File: src/rtl/cfg_pkg.sv
package cfg_pkg;
  typedef enum logic [2:0] {
    S_IDLE, S_PULSE, S_CHECK, S_LAT, S_DATA, S_POST, S_WAIT
  } state_t;

  typedef enum logic [1:0] {
    ERR_NONE  = 2'd0,
    ERR_STUCK = 2'd1,
    ERR_TMO   = 2'd2,
    ERR_UNSUP = 2'd3
  } err_t;
endpackage

File: src/rtl/cfg_sync.sv
module cfg_sync #(
  parameter int unsigned STAGES = 2
) (
  input  logic clk_i,
  input  logic rst_ni,
  input  logic d_i,
  output logic q_o
);
  logic [STAGES-1:0] ff_q;

  generate
    for (genvar i = 0; i < STAGES; i++) begin : g_stage
      if (i == 0) begin : g_first
        always_ff @(posedge clk_i or negedge rst_ni)
          if (!rst_ni) ff_q[0] <= 1'b0;
          else         ff_q[0] <= d_i;
      end else begin : g_next
        always_ff @(posedge clk_i or negedge rst_ni)
          if (!rst_ni) ff_q[i] <= 1'b0;
          else         ff_q[i] <= ff_q[i-1];
      end
    end
  endgenerate

  assign q_o = ff_q[STAGES-1];
endmodule

File: src/rtl/cfg_cnt.sv
module cfg_cnt #(
  parameter int unsigned W = 8
) (
  input  logic         clk_i,
  input  logic         rst_ni,
  input  logic         clr_i,
  input  logic         en_i,
  output logic [W-1:0] cnt_o
);
  logic [W-1:0] cnt_q;

  // saturating so long waits never wrap
  always_ff @(posedge clk_i or negedge rst_ni)
    if (!rst_ni)                    cnt_q <= '0;
    else if (clr_i)                 cnt_q <= '0;
    else if (en_i && cnt_q != '1)   cnt_q <= cnt_q + 1'b1;

  assign cnt_o = cnt_q;
endmodule

File: src/rtl/cfg_shift.sv
module cfg_shift #(
  parameter int unsigned DIV = 4
) (
  input  logic       clk_i,
  input  logic       rst_ni,
  input  logic       load_i,
  input  logic [7:0] byte_i,
  output logic       busy_o,
  output logic       sclk_o,
  output logic       sdat_o
);
  localparam int unsigned DW = (DIV > 1) ? $clog2(DIV) : 1;
  localparam logic [DW-1:0] DIV_END = DW'(DIV - 1);

  logic [7:0]    sh_q;
  logic [2:0]    bit_q;
  logic          hi_q;
  logic          busy_q;
  logic [DW-1:0] div_q;

  always_ff @(posedge clk_i or negedge rst_ni) begin
    if (!rst_ni) begin
      sh_q   <= 8'hFF;
      bit_q  <= '0;
      hi_q   <= 1'b0;
      busy_q <= 1'b0;
      div_q  <= '0;
    end else if (!busy_q) begin
      if (load_i) begin
        sh_q   <= byte_i;
        busy_q <= 1'b1;
        hi_q   <= 1'b0;
        div_q  <= '0;
        bit_q  <= '0;
      end
    end else if (div_q == DIV_END) begin
      div_q <= '0;
      if (!hi_q) begin
        hi_q <= 1'b1;
      end else begin
        // falling edge: advance data so it settles before the next rise
        hi_q <= 1'b0;
        if (bit_q == 3'd7) busy_q <= 1'b0;
        else begin
          bit_q <= bit_q + 3'd1;
          sh_q  <= {sh_q[6:0], 1'b1};
        end
      end
    end else begin
      div_q <= div_q + 1'b1;
    end
  end

  assign busy_o = busy_q;
  assign sclk_o = busy_q & hi_q;
  assign sdat_o = busy_q ? sh_q[7] : 1'b1;

  // checker state: serial clock rises per byte
  logic       sclk_d;
  logic [3:0] rises_q;
  always_ff @(posedge clk_i or negedge rst_ni)
    if (!rst_ni) begin
      sclk_d  <= 1'b0;
      rises_q <= '0;
    end else begin
      sclk_d <= sclk_o;
      if (load_i && !busy_q)        rises_q <= '0;
      else if (sclk_o && !sclk_d)   rises_q <= rises_q + 4'd1;
    end

  a_r5_data_stable_high: assert property (@(posedge clk_i) disable iff (!rst_ni)
    (sclk_o && $past(sclk_o)) |-> $stable(sdat_o));
  a_r5_eight_rises: assert property (@(posedge clk_i) disable iff (!rst_ni)
    $fell(busy_q) |-> rises_q == 4'd8);
endmodule

File: src/rtl/cfg_loader.sv
module cfg_loader import cfg_pkg::*; #(
  parameter int unsigned CLK_MHZ    = 250,
  parameter int unsigned PULSE_NS   = 1000,
  parameter int unsigned LATENCY_NS = 7_500_000,
  parameter int unsigned CLK_DIV    = 4,
  parameter int unsigned TMO_W      = 32
) (
  input  logic             clk_i,
  input  logic             rst_ni,
  input  logic             start_i,
  input  logic             partial_i,
  input  logic [TMO_W-1:0] timeout_i,
  input  logic [7:0]       byte_i,
  input  logic             byte_valid_i,
  input  logic             byte_last_i,
  output logic             byte_ready_o,
  output logic             prog_n_o,
  input  logic             done_i,
  output logic             sclk_o,
  output logic             sdat_o,
  output logic             busy_o,
  output logic             pass_o,
  output logic             fail_o,
  output logic [1:0]       err_code_o,
  output logic             in_reset_o
);
  localparam longint unsigned PULSE_CYC = (64'(PULSE_NS) * 64'(CLK_MHZ) + 64'd999) / 64'd1000;
  localparam longint unsigned MIN_PULSE = (64'd500 * 64'(CLK_MHZ) + 64'd999) / 64'd1000;
  localparam longint unsigned LAT_CYC   = (64'(LATENCY_NS) * 64'(CLK_MHZ) + 64'd999) / 64'd1000;
  localparam longint unsigned SYNC_WAIT = 64'd3;
  localparam longint unsigned PH_MAX    = (PULSE_CYC > LAT_CYC) ?
                                          ((PULSE_CYC > SYNC_WAIT) ? PULSE_CYC : SYNC_WAIT) :
                                          ((LAT_CYC > SYNC_WAIT) ? LAT_CYC : SYNC_WAIT);
  localparam int unsigned PH_W = $clog2(PH_MAX + 64'd1);
  localparam logic [PH_W-1:0] PULSE_END = PH_W'(PULSE_CYC - 64'd1);
  localparam logic [PH_W-1:0] CHK_END   = PH_W'(SYNC_WAIT - 64'd1);
  localparam logic [PH_W-1:0] LAT_END   = PH_W'(LAT_CYC - 64'd1);

  state_t st_q, st_d;
  err_t   code_q, code_d;
  logic   pass_q, fail_q, last_q, final_q;
  logic   set_pass, set_fail, clr_res;

  logic            done_s;
  logic [PH_W-1:0] ph_cnt;
  logic [TMO_W-1:0] tmo_cnt;
  logic            sh_load, sh_busy;
  logic [7:0]      sh_byte;
  logic            accept, tmo_hit;

  cfg_sync #(.STAGES(2)) u_sync (
    .clk_i (clk_i), .rst_ni (rst_ni), .d_i (done_i), .q_o (done_s)
  );

  cfg_cnt #(.W(PH_W)) u_phase (
    .clk_i (clk_i), .rst_ni (rst_ni),
    .clr_i (st_d != st_q), .en_i (1'b1), .cnt_o (ph_cnt)
  );

  // elapsed cycles since the end of the image data
  cfg_cnt #(.W(TMO_W)) u_tmo (
    .clk_i (clk_i), .rst_ni (rst_ni),
    .clr_i ((st_q != S_POST) && (st_q != S_WAIT)),
    .en_i  (1'b1), .cnt_o (tmo_cnt)
  );

  cfg_shift #(.DIV(CLK_DIV)) u_shift (
    .clk_i (clk_i), .rst_ni (rst_ni), .load_i (sh_load), .byte_i (sh_byte),
    .busy_o (sh_busy), .sclk_o (sclk_o), .sdat_o (sdat_o)
  );

  assign byte_ready_o = (st_q == S_DATA) && !sh_busy && !last_q;
  assign accept       = byte_valid_i && byte_ready_o;
  assign tmo_hit      = tmo_cnt >= timeout_i;

  always_comb begin
    st_d     = st_q;
    code_d   = code_q;
    sh_load  = 1'b0;
    sh_byte  = 8'hFF;
    set_pass = 1'b0;
    set_fail = 1'b0;
    clr_res  = 1'b0;
    unique case (st_q)
      S_IDLE:
        if (start_i) begin
          if (partial_i) begin
            set_fail = 1'b1;
            code_d   = ERR_UNSUP;
          end else begin
            clr_res = 1'b1;
            code_d  = ERR_NONE;
            st_d    = S_PULSE;
          end
        end
      S_PULSE: if (ph_cnt == PULSE_END) st_d = S_CHECK;
      S_CHECK:
        if (ph_cnt == CHK_END) begin
          if (done_s) begin
            set_fail = 1'b1;
            code_d   = ERR_STUCK;
            st_d     = S_IDLE;
          end else begin
            st_d = S_LAT;
          end
        end
      S_LAT: if (ph_cnt == LAT_END) st_d = S_DATA;
      S_DATA: begin
        sh_byte = byte_i;
        sh_load = accept;
        if (last_q && !sh_busy) st_d = S_POST;
      end
      S_POST:
        if (done_s || !tmo_hit) begin
          sh_load = 1'b1;
          st_d    = S_WAIT;
        end else begin
          set_fail = 1'b1;
          code_d   = ERR_TMO;
          st_d     = S_IDLE;
        end
      S_WAIT:
        if (!sh_busy) begin
          if (final_q) begin
            set_pass = 1'b1;
            st_d     = S_IDLE;
          end else begin
            st_d = S_POST;
          end
        end
      default: st_d = S_IDLE;
    endcase
  end

  always_ff @(posedge clk_i or negedge rst_ni) begin
    if (!rst_ni) begin
      st_q    <= S_IDLE;
      code_q  <= ERR_NONE;
      pass_q  <= 1'b0;
      fail_q  <= 1'b0;
      last_q  <= 1'b0;
      final_q <= 1'b0;
    end else begin
      st_q   <= st_d;
      code_q <= code_d;
      if (clr_res)       begin pass_q <= 1'b0; fail_q <= 1'b0; end
      else if (set_pass) pass_q <= 1'b1;
      else if (set_fail) begin pass_q <= 1'b0; fail_q <= 1'b1; end
      if (st_q != S_DATA)                last_q <= 1'b0;
      else if (accept && byte_last_i)    last_q <= 1'b1;
      if (st_q == S_IDLE)                final_q <= 1'b0;
      else if (st_q == S_POST && done_s) final_q <= 1'b1;
    end
  end

  assign prog_n_o   = (st_q != S_PULSE);
  assign busy_o     = (st_q != S_IDLE);
  assign pass_o     = pass_q;
  assign fail_o     = fail_q;
  assign err_code_o = code_q;
  assign in_reset_o = !done_s;

  // checker state: program low width and cycles since release
  logic [PH_W-1:0] pw_q, since_q;
  always_ff @(posedge clk_i or negedge rst_ni)
    if (!rst_ni) begin
      pw_q    <= '0;
      since_q <= '0;
    end else begin
      if (prog_n_o) pw_q <= '0;
      else if (pw_q != '1) pw_q <= pw_q + 1'b1;
      if (!prog_n_o) since_q <= '0;
      else if (since_q != '1) since_q <= since_q + 1'b1;
    end

  a_r1_unsup_quiet: assert property (@(posedge clk_i) disable iff (!rst_ni)
    (start_i && partial_i && !busy_o) |=> (fail_o && err_code_o == 2'd3 && !busy_o && prog_n_o && !sclk_o));
  a_r2_pulse_min: assert property (@(posedge clk_i) disable iff (!rst_ni)
    $rose(prog_n_o) |-> 64'(pw_q) >= MIN_PULSE);
  a_r4_latency: assert property (@(posedge clk_i) disable iff (!rst_ni)
    $rose(sclk_o) |-> 64'(since_q) >= LAT_CYC);
  a_r6_ready_clock_low: assert property (@(posedge clk_i) disable iff (!rst_ni)
    byte_ready_o |-> !sclk_o);
  a_r3_stuck_no_clock: assert property (@(posedge clk_i) disable iff (!rst_ni)
    (fail_o && err_code_o == 2'd1) |-> (!sclk_o && prog_n_o));
  a_r12_result_excl: assert property (@(posedge clk_i) disable iff (!rst_ni)
    !(pass_o && fail_o));
endmodule

File: config.mk
export PLATFORM = sky130hd
export DESIGN_NAME = cfg_loader
export DESIGN_NICKNAME = d
export VERILOG_FILES = /design/src/rtl/cfg_pkg.sv /design/src/rtl/cfg_sync.sv /design/src/rtl/cfg_cnt.sv /design/src/rtl/cfg_shift.sv /design/src/rtl/cfg_loader.sv
export SDC_FILE = /design/constraint.sdc
export NUM_CORES = 1
export LEC_CHECK = 0
export ABC_AREA = 1
export BUFFER_PORTS_ARGS = -buffer_cell sky130_fd_sc_hd__buf_2
export CAP_MARGIN = 10
export CORE_MARGIN = 2
export CORE_UTILIZATION = 55
export DETAILED_ROUTE_END_ITERATION = 10
export MAX_ROUTING_LAYER = met4
export PLACE_DENSITY = 0.72
export SYNTH_ARGS = -nofsm -noshare
export SYNTH_HDL_FRONTEND = slang
export SYNTH_SLANG_ARGS = --single-unit
File: constraint.sdc
create_clock -name clk_i -period 4.5 [get_ports clk_i]
set_clock_uncertainty 0.15 [all_clocks]
set_input_delay 0.45 -clock clk_i [delete_from_list [all_inputs] [get_ports clk_i]]
set_output_delay 0.45 -clock clk_i [all_outputs]
set_load 0.01 [all_outputs]
==> summary by stage <==
Outcome
The flow ran to the end, and the final reports show no timing, DRC or antenna violations.

Placed design
OpenSTA, run right after detailed placement, puts the worst setup slack at between 1500 and 2000 ps. The routability congestion estimate is 0.984. The HPWL after detailed placement is between 10,000 and 15,000 um.

The cell count after placement is around 940. During placement, the flow inserted port buffers numbering 56.

Yosys
The synthesized design contains 79 register bits. The most used standard cell by instance count after synthesis is nand2_1. Ranked by total cell area, the synthesized netlist is headed by dfrtp_1 32%, nand2_1 13%, ha_1 8.8%. The area of the mapped netlist is about 0.0056 sq mm. The share of flip-flops with an asynchronous set or reset after synthesis is 1.00.

The share of the Yosys chip area taken by registers is 0.357. The post-synthesis average cell area is roughly 7.4 sq um. The post-synthesis net count is roughly 840.

Counting instances in the post-synthesis netlist gives the leading cell types as 190 x nand2_1, 111 x inv_1, 83 x nor2_1. The top cell type by total area after synthesis is dfrtp_1. The Yosys step of the flow raised 0 warnings. The instance count of the mapped netlist is 757.

The most used flip-flop cell after synthesis is dfrtp_1. Of the post-synthesis cell area, the dominant cell type holds 0.319. The netlist uses 49 different library cells. Yosys mapped a number of flops with a built-in enable equal to 0.

Die
The die width is around 100 um. The core region area is slightly below 0.01 sq mm. In this run the core area contains 36 standard-cell rows. The initial utilization of the core area, before any placement, comes to 0.567.

The die covers 0.0110 sq mm. The number of primary I/O pins is 57. The floorplan die height is around 100 um.

Critical path
The highest fanout seen on the critical path is 12. The type of the worst setup path is reg2reg. At the worst endpoint, the arrival time is ~2800 ps.

The cell count of the worst reg-to-reg path is 13. The family with the most delay on the worst path is simple AND/OR/NAND/NOR gates. The element type at the critical path start is a flop. For this run, the slowest stage of the critical path takes between 400 and 500 ps. The end of the worst register-to-register path is u_shift.bit_q[0]. STA puts the critical path data required time at 4620 ps. The critical path goes through ha_1, a21oi_1, nor2_1, nor2_1, nand3_1, a21oi_1, nand2_1, nand2_1, nand2_1, nand2_2, nand3_2, nand2_1, nand2_1. The worst setup path is captured at a flop. The origin of the critical flop-to-flop path is u_tmo.cnt_o[21].

The number of buffers and inverters on the critical path is 0. The critical-path cell with the highest stage delay is dfrtp_1. The worst-case register-to-register setup slack is around 1800 ps. The most prevalent standard cell on the critical path is nand2_1. The count of cell instances traversed by the critical path is 13.

Clocking
After clock tree synthesis, the repair step resized 0 gates. TritonCTS built the clock tree. The number of clock sinks seen by CTS is slightly below 80.

The total clock buffers created by CTS is 9. Post-CTS timing repair inserted 0 buffers for setup. The tree is rooted in a clkbuf_8. The number of H-tree levels is 3. The post-CTS clock slew at the launch and capture registers of the worst setup and hold paths is roughly 90 ps. Clock latency on the worst-skew pair, taken at its later pin, is roughly 370 ps.

The number of hold buffers added after cts is 0. The longest clock path from root to sink contains 2 buffers.

Global route
The number of antenna violations at the first check in global routing was 0. The residual overflow from global routing is 0. The wire length of the first global-routing pass is about 23,000 um. The number of global-route vias before repair is roughly 5,000. The global router's overall resource usage is 0.264. Entering global routing, the biggest net connects 80 pins.

Drt
The DRC violation count after routing is 0. Using the TritonRoute via totals, the vias-per-cell ratio works out to 5.40. The pre-antenna-repair detailed-routing pass consisted of 5 iterations. The total vias in the final route is 5,148.

The detail route stage leaves a number of antenna-violating nets equal to 0. The detailed router finished its first iteration with 399 violations. The final wirelength is 13,400 um. In the final routed layout, each cell accounts on average for 14.1 um.

STA
Headroom to the max-slew limit came out at 0.332. The count of endpoints failing hold in the final timing report is 0. Subtracting the final worst setup slack from the clock period gives 2680 ps. The final number of max-transition violations is 0. Static timing analysis puts the maximum clock frequency at between 300 and 400 MHz. Summed over all failing endpoints, the final setup total negative slack is 0 ps. Setup repair after global routing left no endpoint under its margin. The final setup violation count is 0.

For the pin with the worst max-slew slack, the measured transition is ~1000 ps. The period utilization is 0.595. Setup slack on the critical path of the routed design comes to between 1500 and 2000 ps.

Worst hold path
Along the worst hold path, the cell count comes to 1. For hold timing, the worst endpoint is u_sync.ff_q[0]. The path class of the tightest hold or removal check is in2reg.

The worst hold path begins at done_i.

Power and ir drop
The internal power is 0.00110 W. The maximum vdd drop is 0.000187 V. For this design the static power due to leakage is around 3.1 nW. The proportion of power drawn by combinational gates is 0.141. The switching fraction of total power is 0.305.

The switching power summed over all nets is 0.000480 W. Of the total power, registers draw 0.496. In this run the power density over the cells is 255 mW/mm^2.

The share of total power dissipated in the clock network is 0.363.

Cells and area
The net count of the finished layout is between 900 and 1,000. Of the cells placed in the final design, the portion with a size suffix greater than 1 is 0.163. The final cell count without fillers is ~950.

0 antenna diodes ended up in the layout. The utilization after layout is 0.628. The signed area change from the synthesized netlist to the final layout is 10.7%.

Job
The number of maximum-capacitance constraint violations is 0.
-- how the worst max path moves through the flow --
stage	end	slack, ps	startpoint
2_1_floorplan	u_phase.cnt_o[7]	2310	timeout_i[15]
3_3_place_gp	u_shift.bit_q[2]	1790	timeout_i[21]
3_5_place_dp	u_shift.bit_q[2]	1740	timeout_i[25]
4_1_cts	u_shift.bit_q[2]	1810	u_tmo.cnt_o[21]
5_1_grt	u_shift.bit_q[0]	1590	u_tmo.cnt_o[0]
6_report	u_shift.bit_q[0]	1820	u_tmo.cnt_o[21]
-- power groups by stage --
| stage | clock, W | combinational (W) | sequential, W |
|---|---|---|---|
| floorplan | 0 | 0.000147 | 0.000792 |
| global placement | 0 | 0.000217 | 0.000793 |
| detailed placement | 0 | 0.000223 | 0.000795 |
| CTS | 0.000581 | 0.000226 | 0.000782 |
| global route | 0.000614 | 0.000257 | 0.000790 |
| finish | 0.000572 | 0.000223 | 0.000781 |
-- flip-flops by register name, indices dropped and copies added, names as in the netlist --
name and flops:
u_sync.q_o 1, u_shift.hi_q 1, u_phase.cnt_o 21, final_q 1, u_tmo.cnt_o 32, fail_o 1, u_shift.bit_q 3, u_shift.sh_q 8
st_q 3, pass_o 1, err_code_o 2, u_shift.busy_o 1, u_sync.ff_q 1, last_q 1, u_shift.div_q 2
-- final cells by class --
class	count	area, sq um
Clock inverter	7	83.8
Sequential cell	79	1990
Multi-Input combinational cell	552	3080
Timing Repair Buffer	57	290
Clock buffer	9	124
Inverter	116	435
Tap cell	133	166
Fill cell	971	3650
-- logic make-up (layout without fill, tap and decap cells) --
kind of cell,count (synthesis),after routing,share of synthesized area
AND/OR/NAND/NOR,419,419,0.348
buffers and inverters,126,189,0.0905
AO/OA/AOI/OAI,76,76,0.0887
adder cells (fa/ha/maj),39,39,0.0876
XOR/XNOR,18,18,0.0283
flip-flops,79,79,0.357
-- placed cells by master, fill, tap and decap left out, types with 2 or more instances in the layout --
cell	Yosys	final
o21a_1	2	2
nor2_1	83	83
buf_4	1	2
nor3_1	27	27
dfrtp_1	71	71
nand4_1	28	28
inv_2	5	5
o31ai_1	6	6
o21ai_0	21	21
dfstp_2	8	8
a21oi_1	24	24
o22ai_1	2	2
nor4_2	2	2
nor3_2	2	2
nand2_2	7	7
buf_2	3	55
nand3_2	7	7
o21ai_1	2	2
or2_2	9	9
o22a_1	7	7
xor2_1	13	13
ha_1	39	39
nor4_1	13	13
xnor2_1	5	5
nand2_1	190	190
a21o_1	2	2
inv_6	0	3
clkbuf_8	0	9
inv_1	111	111
nor2_2	14	14
nand3_1	31	31
-- per-layer routing --
| layer | up-vias | track usage | wire [um] |
|---|---|---|---|
| met5 | - | - | 0 |
| met4 | 0 | 0.0429 | 83 |
| met3 | 9 | 0.0437 | 638 |
| met2 | 140 | 0.423 | 6160 |
| met1 | 2401 | 0.364 | 6520 |
| li1 | 2598 | - | - |
-- stage by stage --
| stage | hold slack [ps] | instance area (sq um) | total power, W |
|---|---|---|---|
| finish | 31.5 | 6170 | 0.00158 |
| global placement | 185 | 5960 | 0.00101 |
| detailed placement | 207 | 5960 | 0.00102 |
| CTS | 29.0 | 6170 | 0.00159 |
| global route | 16.3 | 6170 | 0.00166 |
| floorplan | 4.41 | 5570 | 0.000939 |
No activity file was read; power rests on OpenSTA's default activity.
